===== src/rtl/wdt_pkg.sv =====
package wdt_pkg;

  localparam int unsigned DATA_W = 32;

  // byte offsets of the register map
  localparam int unsigned OFF_LOAD   = 'h000;
  localparam int unsigned OFF_VALUE  = 'h004;
  localparam int unsigned OFF_CTRL   = 'h008;
  localparam int unsigned OFF_CLEAR  = 'h00C;
  localparam int unsigned OFF_RAW    = 'h010;
  localparam int unsigned OFF_MASKED = 'h014;
  localparam int unsigned OFF_KEY    = 'hC00;
  localparam int unsigned OFF_TMODE  = 'hF00;
  localparam int unsigned OFF_TOUT   = 'hF04;
  localparam int unsigned OFF_ID_LO  = 'hFD0;
  localparam int unsigned ID_WORDS   = 12;

  localparam logic [DATA_W-1:0] UNLOCK_KEY = 32'h1ACC_E551;

  typedef struct packed {
    logic rst_en;
    logic irq_en;
  } ctrl_t;

  function automatic logic [7:0] id_byte(input logic [3:0] idx);
    logic [7:0] b;
    case (idx)
      4'd0:  b = 8'h04;
      4'd4:  b = 8'h24;
      4'd5:  b = 8'hB8;
      4'd6:  b = 8'h1B;
      4'd8:  b = 8'h0D;
      4'd9:  b = 8'hF0;
      4'd10: b = 8'h05;
      4'd11: b = 8'hB1;
      default: b = 8'h00;
    endcase
    return b;
  endfunction

endpackage


===== src/rtl/wdt_counter.sv =====
module wdt_counter
  import wdt_pkg::*;
#(
  parameter int unsigned CNT_W = 32
) (
  input  logic              clk,
  input  logic              rst_n,
  input  logic              tick,
  input  logic              load_wr,
  input  logic              clear_wr,
  input  logic [CNT_W-1:0]  wdata,
  output logic [CNT_W-1:0]  load_q,
  output logic [CNT_W-1:0]  count_q,
  output logic              run_q,
  output logic              raw_q,
  output logic              rstat_q
);

  localparam logic [CNT_W-1:0] CNT_MAX = {CNT_W{1'b1}};

  logic [CNT_W-1:0] load_d, count_d;
  logic             run_d, raw_d, rstat_d;
  logic             at_zero;

  assign at_zero = (count_q == '0);

  always_comb begin
    load_d  = load_q;
    count_d = count_q;
    run_d   = run_q;
    raw_d   = raw_q;
    rstat_d = rstat_q;
    if (load_wr) begin
      load_d  = wdata;
      count_d = wdata;
      run_d   = 1'b1;
    end else if (clear_wr) begin
      raw_d   = 1'b0;
      count_d = load_q;
    end else if (tick && run_q) begin
      if (!at_zero) begin
        count_d = count_q - 1'b1;
      end else if (!raw_q) begin
        raw_d   = 1'b1;
        count_d = load_q;
      end else begin
        rstat_d = 1'b1;
        run_d   = 1'b0;
      end
    end
  end

  always_ff @(posedge clk or negedge rst_n) begin
    if (!rst_n) begin
      load_q  <= CNT_MAX;
      count_q <= CNT_MAX;
      run_q   <= 1'b1;
      raw_q   <= 1'b0;
      rstat_q <= 1'b0;
    end else begin
      load_q  <= load_d;
      count_q <= count_d;
      run_q   <= run_d;
      raw_q   <= raw_d;
      rstat_q <= rstat_d;
    end
  end

endmodule


===== src/rtl/wdt_regs.sv =====
module wdt_regs
  import wdt_pkg::*;
#(
  parameter int unsigned ADDR_W = 12,
  parameter int unsigned CNT_W  = 32
) (
  input  logic              clk,
  input  logic              rst_n,
  input  logic              psel,
  input  logic              penable,
  input  logic              pwrite,
  input  logic [ADDR_W-1:0] paddr,
  input  logic [DATA_W-1:0] pwdata,
  output logic [DATA_W-1:0] prdata,
  input  logic [CNT_W-1:0]  load_q,
  input  logic [CNT_W-1:0]  count_q,
  input  logic              raw_q,
  output logic              load_wr,
  output logic              clear_wr,
  output ctrl_t             ctrl_q,
  output logic              lock_q,
  output logic              tmode_q,
  output logic [1:0]        tout_q
);

  localparam int unsigned ID_FIRST = OFF_ID_LO;
  localparam int unsigned ID_LAST  = OFF_ID_LO + 4 * (ID_WORDS - 1);

  logic        access_wr, wr_ok;
  logic        hit_load, hit_value, hit_ctrl, hit_clear, hit_raw, hit_masked;
  logic        hit_key, hit_tmode, hit_tout, hit_id;
  logic        aligned;
  logic [3:0]  id_idx;
  ctrl_t       ctrl_d;
  logic        lock_d, tmode_d;
  logic [1:0]  tout_d;

  assign aligned    = (paddr[1:0] == 2'b00);
  assign hit_load   = aligned && (paddr == ADDR_W'(OFF_LOAD));
  assign hit_value  = aligned && (paddr == ADDR_W'(OFF_VALUE));
  assign hit_ctrl   = aligned && (paddr == ADDR_W'(OFF_CTRL));
  assign hit_clear  = aligned && (paddr == ADDR_W'(OFF_CLEAR));
  assign hit_raw    = aligned && (paddr == ADDR_W'(OFF_RAW));
  assign hit_masked = aligned && (paddr == ADDR_W'(OFF_MASKED));
  assign hit_key    = aligned && (paddr == ADDR_W'(OFF_KEY));
  assign hit_tmode  = aligned && (paddr == ADDR_W'(OFF_TMODE));
  assign hit_tout   = aligned && (paddr == ADDR_W'(OFF_TOUT));
  assign hit_id     = aligned && (paddr >= ADDR_W'(ID_FIRST)) && (paddr <= ADDR_W'(ID_LAST));
  assign id_idx     = 4'((paddr - ADDR_W'(ID_FIRST)) >> 2);

  assign access_wr = psel && penable && pwrite;
  assign wr_ok     = access_wr && (!lock_q || hit_key);
  assign load_wr   = wr_ok && hit_load;
  assign clear_wr  = wr_ok && hit_clear;

  always_comb begin
    ctrl_d  = ctrl_q;
    lock_d  = lock_q;
    tmode_d = tmode_q;
    tout_d  = tout_q;
    if (wr_ok) begin
      if (hit_ctrl)  ctrl_d  = ctrl_t'(pwdata[1:0]);
      if (hit_key)   lock_d  = (pwdata != UNLOCK_KEY);
      if (hit_tmode) tmode_d = pwdata[0];
      if (hit_tout)  tout_d  = pwdata[1:0];
    end
  end

  always_ff @(posedge clk or negedge rst_n) begin
    if (!rst_n) begin
      ctrl_q  <= '0;
      lock_q  <= 1'b0;
      tmode_q <= 1'b0;
      tout_q  <= 2'b00;
    end else begin
      ctrl_q  <= ctrl_d;
      lock_q  <= lock_d;
      tmode_q <= tmode_d;
      tout_q  <= tout_d;
    end
  end

  always_comb begin
    prdata = '0;
    if (hit_load)   prdata = DATA_W'(load_q);
    if (hit_value)  prdata = DATA_W'(count_q);
    if (hit_ctrl)   prdata = DATA_W'(ctrl_q);
    if (hit_raw)    prdata = DATA_W'(raw_q);
    if (hit_masked) prdata = DATA_W'(raw_q & ctrl_q.irq_en);
    if (hit_key)    prdata = DATA_W'(lock_q);
    if (hit_tmode)  prdata = DATA_W'(tmode_q);
    if (hit_id)     prdata = DATA_W'(id_byte(id_idx));
  end

endmodule


===== src/rtl/wdt_outsel.sv =====
module wdt_outsel
  import wdt_pkg::*;
(
  input  logic       tmode,
  input  logic [1:0] tout,
  input  ctrl_t      ctrl,
  input  logic       raw,
  input  logic       rstat,
  output logic       irq,
  output logic       rst_req
);

  logic irq_func, rst_func;

  assign irq_func = raw & ctrl.irq_en;
  assign rst_func = rstat & ctrl.rst_en;

  always_comb begin
    if (tmode) begin
      irq     = tout[1];
      rst_req = tout[0];
    end else begin
      irq     = irq_func;
      rst_req = rst_func;
    end
  end

endmodule


===== src/rtl/wdt_apb.sv =====
module wdt_apb
  import wdt_pkg::*;
#(
  parameter int unsigned ADDR_W = 12,
  parameter int unsigned CNT_W  = 32,
  parameter int unsigned SYNC_STAGES = 2
) (
  input  logic              clk,
  input  logic              rst_n,
  input  logic              psel,
  input  logic              penable,
  input  logic              pwrite,
  input  logic [ADDR_W-1:0] paddr,
  input  logic [31:0]       pwdata,
  output logic [31:0]       prdata,
  output logic              pready,
  output logic              pslverr,
  input  logic              wd_tick,
  output logic              wdog_irq,
  output logic              wdog_rst_req
);

  logic [SYNC_STAGES-1:0] rst_pipe;
  logic                   rst_sync_n;

  always_ff @(posedge clk or negedge rst_n) begin
    if (!rst_n) rst_pipe <= '0;
    else        rst_pipe <= {rst_pipe[SYNC_STAGES-2:0], 1'b1};
  end
  assign rst_sync_n = rst_pipe[SYNC_STAGES-1];

  logic [CNT_W-1:0] load_q, count_q;
  logic             run_q, raw_q, rstat_q;
  logic             load_wr, clear_wr;
  ctrl_t            ctrl_q;
  logic             lock_q, tmode_q;
  logic [1:0]       tout_q;

  assign pready  = 1'b1;
  assign pslverr = 1'b0;

  wdt_regs #(.ADDR_W(ADDR_W), .CNT_W(CNT_W)) u_regs (
    .clk      (clk),
    .rst_n    (rst_sync_n),
    .psel     (psel),
    .penable  (penable),
    .pwrite   (pwrite),
    .paddr    (paddr),
    .pwdata   (pwdata),
    .prdata   (prdata),
    .load_q   (load_q),
    .count_q  (count_q),
    .raw_q    (raw_q),
    .load_wr  (load_wr),
    .clear_wr (clear_wr),
    .ctrl_q   (ctrl_q),
    .lock_q   (lock_q),
    .tmode_q  (tmode_q),
    .tout_q   (tout_q)
  );

  wdt_counter #(.CNT_W(CNT_W)) u_cnt (
    .clk      (clk),
    .rst_n    (rst_sync_n),
    .tick     (wd_tick),
    .load_wr  (load_wr),
    .clear_wr (clear_wr),
    .wdata    (pwdata[CNT_W-1:0]),
    .load_q   (load_q),
    .count_q  (count_q),
    .run_q    (run_q),
    .raw_q    (raw_q),
    .rstat_q  (rstat_q)
  );

  wdt_outsel u_out (
    .tmode   (tmode_q),
    .tout    (tout_q),
    .ctrl    (ctrl_q),
    .raw     (raw_q),
    .rstat   (rstat_q),
    .irq     (wdog_irq),
    .rst_req (wdog_rst_req)
  );

endmodule


===== config.mk =====
export PLATFORM = sky130hd
export DESIGN_NAME = wdt_apb
export DESIGN_NICKNAME = d
export VERILOG_FILES = /design/src/rtl/wdt_pkg.sv /design/src/rtl/wdt_counter.sv /design/src/rtl/wdt_regs.sv /design/src/rtl/wdt_outsel.sv /design/src/rtl/wdt_apb.sv
export SDC_FILE = /design/constraint.sdc
export NUM_CORES = 1
export LEC_CHECK = 0
export BUFFER_PORTS_ARGS = -buffer_cell sky130_fd_sc_hd__buf_2
export CAP_MARGIN = 20
export CORE_UTILIZATION = 55
export DETAILED_ROUTE_END_ITERATION = 10
export PLACE_DENSITY_LB_ADDON = 0.05
export SKIP_CTS_REPAIR_TIMING = 1
export SYNTH_ARGS = -nofsm -noshare
export SYNTH_HDL_FRONTEND = slang
export SYNTH_SLANG_ARGS = --single-unit

===== constraint.sdc =====
create_clock -name clk -period 5 [get_ports clk]
set_input_delay 0.25 -clock clk [delete_from_list [all_inputs] [get_ports clk]]
set_output_delay 0.25 -clock clk [all_outputs]
set_load 0.02 [all_outputs]

[Word level (Yosys, flattened, before mapping)]
Memories as Yosys holds them, arrays and structs flattened.
Index checks and enable logic that the tools add are counted.
Cells by class
  shifts and indexed selects: 0
  $mul: 0
  reductions and logical operators: 36
  mux-type cells: 23
  divide/modulo/power cells: 0
  $add $sub $neg: 2
  bitwise logic cells: 5
  eq/ne operators: 11
  $lt $le $gt $ge: 2
Operators by type and width (number)
  2-to-1 mux 32 bit: 13
  == test 12 bit, second input constant: 3
  logical NOT 32 bit: 1
  != test 32 x 29 -> 1 bit, second input constant: 1
  subtractor 32 x 1 -> 32 bit, second input constant: 1
  == test 12 x 4 -> 1 bit, second input constant: 2
  == test 12 x 5 -> 1 bit, second input constant: 2
  logical AND 1 bit: 17
  == test 12 x 3 -> 1 bit, second input constant: 1
  >= comparator 12 bit, second input constant: 1
  less-or-equal comparator 12 bit, second input constant: 1
  logical NOT 12 bit: 1
  2-to-1 mux 1 bit: 10
  AND reduction 2 bit: 5
  nonzero test 2 bit: 5
  subtractor 6 x 5 -> 6 bit, second input constant: 1
  AND reduction 5 bit: 1
  != test 4 bit, second input constant: 1
  AND reduction 4 bit: 1
  AND 1 bit: 3
  AND reduction 3 bit: 1
  nonzero test 3 bit: 1
  logical NOT 2 bit: 1
  != test 2 bit, second input constant: 1
  other kinds (3): 4
Storage, ports and cells
  input port bits: 50
  output and inout bits: 36
  RAM bits: 0
  register bits: 75
  word-level logic and storage cells: 91
  memory bits (read-only): 128
  latch bits: 0
  memories: 1
Memories
  (name not given): depth 16, bits a word 8, rd ports 1, clocked after memory_dff 0, write ports 0, RTL line wdt_pkg.sv:27  | case (idx)

[Depth between registers and ports, before layout]
  depth after elaboration: 10
  gate-level depth with buffers: 11
  gate-level depth less buffers: 8

[By module]
A second synthesis with hierarchy kept.
Unflattened totals
  cells, all modules: 604
  area total of the unflattened synthesis: 5211.2 um2
By module, submodules not included
  wdt_counter: instances 1, area each 3841.2 um2, cells an instance 418, sequential area each 1757.9 um2
  wdt_regs: instances 1, area each 1272.5 um2, cells an instance 174, sequential area each 150.1 um2
  wdt_apb: instances 1, area each 72.6 um2, cells an instance 6, sequential area each 50.0 um2
  wdt_outsel: instances 1, area each 25.0 um2, cells an instance 6, sequential area each 0.0 um2

[Least setup slack after synthesis]
Ideal clock, no wire load.
  path type: register -> register
  start: reg u_cnt.count_q[0]
  end: reg u_cnt.count_q[2]
  arrival time: 2504 ps
  library setup time: 83 ps
  data required time: 4917 ps
  path slack: 2412 ps
  stages on the path, launching flop included: 10
  clock period less this slack: 2588 ps
  buffers on the path: 1
  cell sequence: dfstp_2 inv_1 ha_1 or4b_1 or2_1 or4_4 nand2_1 buf_4 o21ai_1 a221o_1
Between the ends
  cells in the longest elaborated chain, start to end: 5
  elaborated cells on any way between the ends: 8
  classes of those cells: 1 x add/sub; 1 x eq/ne; 4 x mux; 2 x reduce/logical
RTL lines
  start, declared: RTL line wdt_counter.sv:13  | output logic [CNT_W-1:0] count_q,
  start signal, assigned: RTL line wdt_counter.sv:62  | count_q <= count_d;
  subtractor 32 x 1 -> 32 bit / logical NOT 32 bit (equally long branches): RTL line wdt_counter.sv:42, wdt_counter.sv:25
  2-to-1 mux 32 bit: RTL line wdt_counter.sv:41  | if (!at_zero) begin
  2-to-1 mux 32 bit: RTL line wdt_counter.sv:40  | end else if (tick && run_q) begin
  2-to-1 mux 32 bit: RTL line wdt_counter.sv:37  | end else if (clear_wr) begin
  2-to-1 mux 32 bit: RTL line wdt_counter.sv:33  | if (load_wr) begin
Several ways; a longest one is shown, not always the timed one. The select of a mux whose other input is x is not followed.
A chain may end at the register's enable or synchronous reset.

[Worst setup path after layout]
  start: in paddr[8]
  end: out prdata[27]
Between the ends
  cells in the longest elaborated chain, start to end: 10
  elaborated cells on any way between the ends: 26
  classes of those cells: 2 x order compare; 6 x eq/ne; 8 x mux; 10 x reduce/logical
RTL lines
  start, declared: RTL line wdt_apb.sv:13  | input logic [ADDR_W-1:0] paddr,
  logical NOT 12 bit: RTL line wdt_regs.sv:39  | assign hit_load = aligned && (paddr == ADDR_W'(OFF_LOAD));
  logical AND 1 bit: RTL line wdt_regs.sv:39
  2-to-1 mux 32 bit: RTL line wdt_regs.sv:85  | if (hit_load) prdata = DATA_W'(load_q);
  2-to-1 mux 32 bit: RTL line wdt_regs.sv:86  | if (hit_value) prdata = DATA_W'(count_q);
  2-to-1 mux 32 bit: RTL line wdt_regs.sv:87  | if (hit_ctrl) prdata = DATA_W'(ctrl_q);
  2-to-1 mux 32 bit: RTL line wdt_regs.sv:88  | if (hit_raw) prdata = DATA_W'(raw_q);
  2-to-1 mux 32 bit: RTL line wdt_regs.sv:89  | if (hit_masked) prdata = DATA_W'(raw_q & ctrl_q.irq_en);
  2-to-1 mux 32 bit: RTL line wdt_regs.sv:90  | if (hit_key) prdata = DATA_W'(lock_q);
  2-to-1 mux 32 bit: RTL line wdt_regs.sv:91  | if (hit_tmode) prdata = DATA_W'(tmode_q);
  2-to-1 mux 32 bit *: RTL line wdt_regs.sv:92  | if (hit_id) prdata = DATA_W'(id_byte(id_idx));
  end, declared: RTL line wdt_apb.sv:15  | output logic [31:0] prdata,
Every way passes the cells marked *; elsewhere a longest branch is shown, timed or not.

==> results_dict.tcl <==
set metrics [dict create \
    status "completed" \
    hold_path.class "reg -> async" \
    drt_pass1_iterations 5 \
    grt_max_degree 69 \
    cp-startpoint "paddr[8]" \
    placed_cell_area_um2 5780 \
    gr-total-overflow 0 \
    final_nets 790 \
    num_antenna_cells 0 \
    path_cells "buf_2 > or4_1 > nor4b_1 > o21ai_0 > nand4_1 > buf_4 > a21oi_1 > buf_2" \
    coreArea_um2 9280 \
    p_leak_uw 0.00260 \
    cpPeakStageDelay_ns 0.64 \
    rrSetupSlack_ns 1.79 \
    ant_nets 0 \
    synth.most_common_cell "nand2_1" \
    slowest_stage "nor4b_1" \
    critPathKind "in -> out" \
    rr_startpoint "u_cnt.count_q[0]$_DFFE_PN1P_" \
    start_util 0.571 \
    period_needed_ns 3.32 \
    clk_path_buf_depth 2 \
    rows 35 \
    arrival_ns 3.07 \
    power_uw 1220 \
    drive_above_1_share 0.273 \
    synth_edf_count 0 \
    final_util 0.648 \
    ff2ff_path_depth 8 \
    slew_viol_final 0 \
    clk_latency_ns 0.35 \
    synth_top_flop_cell "dfstp_2" \
    ir_drop_v 0.000134 \
    drtIter0Drc 430 \
    powerDensity_nw_per_um2 203 \
    synth_top_area_share 0.322 \
    syn_avg_cell_area_um2 7.95 \
    routed_via_density 6.34 \
    synth_seq_cells 75 \
    vias 5478 \
    cts_buffers 9 \
    fmax_ghz 0.301 \
    rsz0062_at_grt "false" \
    post-route-cell-area_um2 6010 \
    die_h_um 100 \
    crit_path_max_fanout 16 \
    synth.distinct_cells 64 \
    grt_pass1_wl_um 26100 \
    crit_path_end_kind "output port" \
    grt_pass1_vias 5015 \
    netlist_area_um2 5300 \
    skew_ns 0.00968 \
    cts_tree "built" \
    setup.worst_path.end "prdata[27]" \
    relSlewSlack 0.398 \
    rr_endpoint "u_cnt.count_q[10]$_DFFE_PN1P_" \
    finalCritPeriodShare 0.665 \
    antenna_found_initial 0 \
    finalWirelength_um 16600 \
    tns_ns 0 \
    globalplace.congestion 0.925 \
    n_fill_cell 900 \
    synthArstFlopShare 1.00 \
    drc 0 \
    syn_inst 667 \
    synth_largest_area_cell "dfstp_2" \
    finalHoldWorstSlack_ns 0.0815 \
    hpwl_um 11700 \
    start_kind "input pin" \
    finalHoldViolCount 0 \
    cap_violations 0 \
    clk_pin_slew_ns 0.09 \
    ys_top_cells_by_count "nand2_1 (142), dfstp_2 (65), a21oi_1 (54), nand3_1 (46), clkbuf_1 (39)" \
    cts_root_buf "clkbuf_8" \
    setup_viol 0 \
    ys_warn_count 0 \
    io_pins 86 \
    tightest_slew_ns 0.890 \
    track_usage 0.340 \
    cts_max_level 3 \
    yosysSeqAreaShare 0.369 \
    synth.area.top_cells "dfstp_2 (32%), nand2_1 (10%), a21oi_1 (5.1%)" \
    wl_per_cell_um 19.2 \
    syn_to_final_growth_pct 13.5 \
    cp_common_cell "buf_2" \
    dieArea_um2 10000 \
    required_ns 4.75 \
    port_buffers 83 \
    die_x_um 100 \
    cts.sinks 75 \
]
## through the flow
| step | setup WS (ns) | cells |
|---|---|---|
| finish | 1.68 | 864 |
| global route | 1.49 | 864 |
| CTS | 1.74 | 862 |
| detailed placement | 1.76 | 846 |
| global placement | 1.78 | 845 |
| floorplan | 2.41 | 668 |
## worst max-delay path, delay by kind of cell
family | cells | cell delay [ns]
compound gates | 2 | 0.30
simple gates | 3 | 1.87
buf+inv | 3 | 0.63
## cells by family after synthesis
logic type,after synthesis,share of synthesized area
XOR/XNOR,3,0.00496
buffers and inverters,65,0.0543
AO/OA/AOI/OAI,155,0.183
flip-flops,75,0.369
other,2,0.00142
adder cells (fa/ha/maj),10,0.0236
multiplexers,18,0.0354
AND/OR/NAND/NOR,339,0.328
## cell type report
| cell class | count | area, um^2 | share of cell area |
|---|---|---|---|
| multi-input combinational | 528 | 3080 | 0.511 |
| sequential | 75 | 1960 | 0.326 |
| timing repair buffer | 99 | 538 | 0.0895 |
| tap | 129 | 161 | 0.0268 |
| clock buffer | 9 | 124 | 0.0206 |
| clock inverter | 7 | 91.3 | 0.0152 |
| inverter | 17 | 63.8 | 0.0106 |
## metal layers
layer  GRT usage  vias to the layer above  wire length [um]
met5           0                        -                 0
met2       0.522                      285              7630
li1            -                     2535                 -
met1       0.482                     2635              7230
met3      0.0648                       23              1450
met4       0.115                        0               279
## worst min-delay path by stage
| stage | to | start | depth (start not counted) | slack [ns] |
|---|---|---|---|---|
| detailed placement | rst_pipe[0]$_DFF_PN0_ | rst_n | 1 | 0.04 |
| floorplan | rst_pipe[0]$_DFF_PN0_ | rst_n | 0 | -0.05 |
| finish | u_regs.tout_q[0]$_DFFE_PN0P_ | rst_pipe[1]$_DFF_PN0_ | 0 | 0.08 |
| global route | u_regs.ctrl_q[1]$_DFFE_PN0P_ | rst_pipe[1]$_DFF_PN0_ | 0 | 0.09 |
| global placement | rst_pipe[0]$_DFF_PN0_ | rst_n | 1 | 0.03 |
| CTS | rst_pipe[1]$_DFF_PN0_ | rst_n | 1 | -0.34 |
## flip-flops by register name, indices dropped and copies added (netlist names)
name,flops
u_cnt.count_q,32
u_cnt.raw_q,1
u_cnt.load_q,32
u_regs.tmode_q,1
u_regs.ctrl_q,2
rst_pipe,2
u_regs.tout_q,2
u_cnt.rstat_q,1
u_regs.lock_q,1
u_cnt.run_q,1
## cell usage in the layout, fill, tap and decap left out, types with 6 or more instances in the layout
master	count
mux2_2	6
nor3_1	28
o21ai_0	29
or4_1	7
mux2i_1	12
buf_4	15
inv_1	17
nand4_1	13
buf_2	83
o2bb2ai_1	6
nor4_1	11
dfstp_2	65
dfrtp_1	9
nor2_1	26
a221oi_1	6
and3_1	10
a21oi_1	54
a31oi_1	7
nor4b_1	6
clkbuf_8	9
ha_1	10
or3_1	7
nand3_1	46
o22ai_1	11
nand2_1	142
## power breakdown
part           internal, uW  leakage [uW]  switching (uW)  total (uW)
clock                   280      0.000109             249         530
combinational          28.6       0.00169            48.4        77.0
sequential              613      0.000807            3.46         617
(Power assumes the default switching activity.)
